===== src/rtl/isol_pkg.sv =====
package isol_pkg;
    parameter int HANDLE_W = 8;

    typedef struct packed {
        logic                contend;
        logic                has_handle;
        logic [HANDLE_W-1:0] handle;
    } card_state_t;
endpackage


===== src/rtl/isol_step_ctr.sv =====
module isol_step_ctr #(
    parameter int SERIAL_W = 64,
    localparam int IW = $clog2(SERIAL_W)
) (
    input  logic          clk,
    input  logic          rst_n,
    input  logic          restart,
    input  logic          step,
    output logic [IW-1:0] bit_idx,
    output logic          done
);
    typedef struct packed {
        logic [IW-1:0] idx;
        logic          second;
        logic          done;
    } ctr_t;

    localparam logic [IW-1:0] TOP = IW'(SERIAL_W - 1);

    ctr_t c_d, c_q;

    always_comb begin
        c_d = c_q;
        if (restart) begin
            c_d.idx    = TOP;
            c_d.second = 1'b0;
            c_d.done   = 1'b0;
        end else if (step && !c_q.done) begin
            if (!c_q.second) begin
                c_d.second = 1'b1;
            end else begin
                c_d.second = 1'b0;
                if (c_q.idx == '0) c_d.done = 1'b1;
                else               c_d.idx  = c_q.idx - 1'b1;
            end
        end
    end

    always_ff @(posedge clk or negedge rst_n) begin
        if (!rst_n) begin
            c_q.idx    <= TOP;
            c_q.second <= 1'b0;
            c_q.done   <= 1'b1;
        end else begin
            c_q <= c_d;
        end
    end

    assign bit_idx = c_q.idx;
    assign done    = c_q.done;
endmodule


===== src/rtl/isol_bit_pick.sv =====
module isol_bit_pick #(
    parameter int SERIAL_W = 64,
    localparam int IW = $clog2(SERIAL_W)
) (
    input  logic [SERIAL_W-1:0] serial,
    input  logic [IW-1:0]       bit_idx,
    input  logic                done,
    output logic                cur_bit
);
    logic [SERIAL_W-1:0] onehot;

    for (genvar g = 0; g < SERIAL_W; g++) begin : g_sel
        assign onehot[g] = (bit_idx == IW'(g)) && serial[g];
    end

    assign cur_bit = !done && (|onehot);
endmodule


===== src/rtl/isol_arbiter.sv =====
module isol_arbiter #(
    parameter int SERIAL_W = 64,
    parameter int HANDLE_W = isol_pkg::HANDLE_W,
    localparam int IW = $clog2(SERIAL_W)
) (
    input  logic                clk,
    input  logic                rst_n,
    input  logic [SERIAL_W-1:0] serial_id,
    input  logic                round_start,
    input  logic                bit_strobe,
    input  logic                line_in,
    input  logic                handle_wr,
    input  logic [HANDLE_W-1:0] handle_in,
    output logic                line_drive,
    output logic                isolated,
    output logic                handle_valid,
    output logic [HANDLE_W-1:0] handle_q
);
    import isol_pkg::*;

    card_state_t st_d, st_q;
    logic [IW-1:0] bit_idx;
    logic          done;
    logic          cur_bit;
    logic          take_handle;
    logic          lost_slot;

    isol_step_ctr #(.SERIAL_W(SERIAL_W)) u_ctr (
        .clk     (clk),
        .rst_n   (rst_n),
        .restart (round_start),
        .step    (bit_strobe),
        .bit_idx (bit_idx),
        .done    (done)
    );

    isol_bit_pick #(.SERIAL_W(SERIAL_W)) u_pick (
        .serial  (serial_id),
        .bit_idx (bit_idx),
        .done    (done),
        .cur_bit (cur_bit)
    );

    assign take_handle = handle_wr && st_q.contend && done;
    assign lost_slot   = bit_strobe && st_q.contend && !done && !cur_bit && line_in;

    always_comb begin
        st_d = st_q;
        if (take_handle) begin
            st_d.has_handle = 1'b1;
            st_d.handle     = handle_in[HANDLE_W-1:0];
            st_d.contend    = 1'b0;
        end else if (round_start) begin
            st_d.contend = !st_q.has_handle;
        end else if (lost_slot) begin
            st_d.contend = 1'b0;
        end
    end

    always_ff @(posedge clk or negedge rst_n) begin
        if (!rst_n) begin
            st_q <= '0;
        end else begin
            st_q <= st_d;
        end
    end

    assign line_drive   = st_q.contend && cur_bit;
    assign isolated     = st_q.contend && done;
    assign handle_valid = st_q.has_handle;
    assign handle_q     = st_q.handle;
endmodule


===== config.mk =====
export PLATFORM = sky130hd
export DESIGN_NAME = isol_arbiter
export DESIGN_NICKNAME = d
export VERILOG_FILES = /design/src/rtl/isol_pkg.sv /design/src/rtl/isol_step_ctr.sv /design/src/rtl/isol_bit_pick.sv /design/src/rtl/isol_arbiter.sv
export SDC_FILE = /design/constraint.sdc
export NUM_CORES = 1
export LEC_CHECK = 0
export ABC_AREA = 1
export BUFFER_PORTS_ARGS = -buffer_cell sky130_fd_sc_hd__buf_4
export CAP_MARGIN = 20
export CORE_MARGIN = 3
export CORE_UTILIZATION = 50
export DETAILED_ROUTE_END_ITERATION = 7
export PLACE_DENSITY = 0.86
export SLEW_MARGIN = 10
export SYNTH_ARGS = -nofsm -noshare
export SYNTH_HDL_FRONTEND = slang
export SYNTH_HIERARCHICAL = 1
export SYNTH_SLANG_ARGS = --single-unit

===== constraint.sdc =====
create_clock -name clk -period 3.8 [get_ports clk]
set_clock_uncertainty 0.15 [all_clocks]
set_input_delay 0.19 -clock clk [delete_from_list [all_inputs] [get_ports clk]]
set_output_delay 0.19 -clock clk [all_outputs]
set_load 0.005 [all_outputs]

==> results.sh <==
export IMPL_port_buffers=88
export IMPL_start_kind="register"
export IMPL_antenna_found_initial=0
export IMPL_swShare_pct=40.7
export IMPL_drtAntennaViolNets=0
export IMPL_diodes=0
export IMPL_status="complete, no violations"
export IMPL_place_gp_congestion=0.935
export IMPL_layout_setup_ws_ns=1.18
export IMPL_wire_per_inst_um=13.3
export IMPL_p_leak_nw=1.43
export IMPL_end_kind="output pin"
export IMPL_worst_path_buf_inv=2
export IMPL_timing_rr_start="u_ctr/bit_idx[3]"
export IMPL_yosys_warnings=6
export IMPL_grt_most_used_layer="met2"
export IMPL_seq_area_frac_synth_pct=25.2
export IMPL_synth_compound_area_share_pct=3.23
export IMPL_grtUsageMet3_pct=3.74
export IMPL_synth_xor_area_share_pct=0.481
export IMPL_cts_sinks=18
export IMPL_muxShareOfSynthArea_pct=0
export IMPL_dp_final_hpwl_mm=4.13
export IMPL_cp_max_fo=9
export IMPL_max_vdd_ir_drop_v=0.000242
export IMPL_route_detailed_drc=0
export IMPL_reg2reg_slack_ns=1.47
export IMPL_tritoncts="done"
export IMPL_fin_crit_sh_pct=69.0
export IMPL_slew_viol_final=0
export IMPL_fmax_ghz=0.381
export IMPL_grtUsageTotal_pct=25.9
export IMPL_worstPathRequired_ns=3.46
export IMPL_final_cell_mix="nand2_1, buf_4, nand3_1"
export IMPL_cts_root_buffer="clkbuf_4"
export IMPL_area_growth_pct=38.1
export IMPL_vias_per_cell=5.35
export IMPL_cp_num_cells=13
export IMPL_path_clk_slew_ns=0.11
export IMPL_hold_viol_final=0
export IMPL_path_cells="nand2_1 > nor2_1 > nand3_1 > nand2_1 > nor2_1 > nand2_1 > nor2_1 > nand2_1 > nor2_1 > nor2_1 > nand2_1 > inv_1 > buf_4"
export IMPL_core_area_um2=3420
export IMPL_pwr_share_seq_pct=37.3
export IMPL_drtIter0Drc=217
export IMPL_holdCritPathClass="in2reg"
export IMPL_internal_power_w=0.000409
export IMPL_rr_endpoint="st_q[9]"
export IMPL_pre_cts_slack_ns=1.61
export IMPL_crit_family="simple AND/OR/NAND/NOR gates"
export IMPL_grt_pass1_vias=1996
export IMPL_powerDensity_nw_per_um2=274
export IMPL_die_h_um=66.4
export IMPL_start_util_pct=53.3
export IMPL_nFillCells=303
export IMPL_die_x_um=66.4
export IMPL_synth_nets=380
export IMPL_synth_seq_cells=18
export IMPL_power_switching_w=0.000281
export IMPL_nets=463
export IMPL_cp_arrival_ns=2.28
export IMPL_avgSynthCellArea_um2=6.07
export IMPL_slowest_delay_ns=0.64
export IMPL_pin_count=89
export IMPL_synth_fa_ha_area_share_pct=1.37
export IMPL_grt_setup_unrepaired="no"
export IMPL_fin_util_pct=73.7
export IMPL_path_class="reg2out"
export IMPL_worst_pin_slew_ns=0.615
export IMPL_endpoint="line_drive"
export IMPL_power_frac_clock_pct=17.4
export IMPL_synthSimpleGateAreaFrac_pct=56.7
export IMPL_setup_viol=0
export IMPL_rr_worst_depth=15
export IMPL_maxCapViolCount=0
export IMPL_grt_max_degree=19
export IMPL_grt_pass1_wl_mm=8.99
export IMPL_final_common_cell="nand2_1"
export IMPL_clock_latency_ns=0.30
export IMPL_overflow=0
export IMPL_post_cts_setup_buffers=0
export IMPL_drt_pass1_iterations=5
export IMPL_period_needed_ns=2.62
export IMPL_power_frac_comb_pct=45.2
export IMPL_critPathLaunch="u_ctr/bit_idx[3]"
export IMPL_synth_top_family_by_area="simple AND/OR/NAND/NOR gates"
export IMPL_htree_levels=1
export IMPL_vias=2291
export IMPL_use_met2_pct=43.7
export IMPL_dieArea_um2=4400
export IMPL_cts_max_path_buffers=2
export IMPL_slew_headroom_pct=59.0
export IMPL_synth_cells=300
export IMPL_setup_tns_ns=0
export IMPL_drive_gt1_share_pct=30.9
export IMPL_cts_made_buffers=3
export IMPL_row_count=21
export IMPL_wl_mm=5.71
export IMPL_synth_distinct_cells=24
export IMPL_grtUsageMet1_pct=32.8
export IMPL_syn_cell_area_um2=1820
export IMPL_slowest_stage="dfstp_2"
## metal layers
layer	vias up	wire, um	share of wire [%]
met5	-	0	0
met4	0	179	3.1
met3	22	614	11
met2	126	2730	48
met1	1016	2190	38
li1	1127	-	-
## metrics by stage
stage | std cells | total power, W | instance area [um2] | hold slack (ns)
2_1_floorplan | 300 | 0.000461 | 1820 | -0.256
3_3_place_gp | 415 | 0.000546 | 2390 | -0.0798
3_5_place_dp | 415 | 0.000552 | 2390 | -0.0801
4_1_cts | 428 | 0.000680 | 2520 | 0.0482
5_1_grt | 428 | 0.000743 | 2520 | 0.0554
6_report | 428 | 0.000690 | 2520 | 0.0498
## how the worst min path moves through the flow
stage	slack, ns	cells past startpoint	from	endpoint
finish	0.05	3	handle_wr	handle_q[4]
global route	0.06	3	round_start	u_ctr/bit_idx[2]
CTS	0.05	3	handle_wr	handle_q[4]
detailed placement	-0.08	1	rst_n	handle_q[0]
global placement	-0.08	1	rst_n	handle_q[1]
floorplan	-0.26	0	rst_n	handle_q[0]
## power groups by stage
stage / clock network [W] / logic, W / registers, W
after floorplan: 0 / 0.000219 / 0.000242
after global placement: 0 / 0.000288 / 0.000258
after detailed placement: 0 / 0.000293 / 0.000260
after CTS: 0.000122 / 0.000301 / 0.000257
after global routing: 0.000130 / 0.000350 / 0.000263
final: 0.000120 / 0.000312 / 0.000257
## state kept, by name, indices dropped and copies added, names as in the netlist
| register | count |
|---|---|
| handle_q | 8 |
| u_ctr/done | 1 |
| u_ctr/c_q | 1 |
| handle_valid | 1 |
| st_q | 1 |
| u_ctr/bit_idx | 6 |
## worst reg2reg max path: cells and delay by family (launching register included)
family / cells / cell delay [ns]
AOI/OAI and AO/OA: 1 / 0.06
buffers and inverters: 1 / 0.08
DFF: 1 / 0.64
and+or+nand+nor: 13 / 1.29
## cells by family after synthesis
kind of cell	count (synthesis)
AND/OR/NAND/NOR	230
flip-flops	18
XOR/XNOR	1
adder cells (fa/ha/maj)	2
buffers and inverters	41
AO/OA/AOI/OAI	8
## cell usage after synthesis (all sizes together)
library cell,count,area (um2)
nor2,51,219
dfrtp,11,275
ha,2,25.0
nand2,96,370
clkinv,1,8.76
xor2,1,8.76
o21ai,7,50.1
inv,21,78.8
nand3b,2,15.0
nand3,78,403
a21oi,1,8.76
buf,19,150
dfstp,7,184
nand4,3,25.0
## layout make-up
cell class,count,area [um2],share of cell area [%]
multi-input combinational,241,1120,44.7
tap,46,57.6,2.29
clock buffer,4,36.3,1.44
inverter,22,87.6,3.48
timing repair buffer,97,751,29.8
sequential,18,459,18.2
## what timing repair did
| item | CTS | global route |
|---|---|---|
| gates resized for setup | 0 | 0 |
| endpoints found under the hold margin | 26 | 0 |
| hold buffers | 9 | 0 |
(Power assumes the default switching activity.)
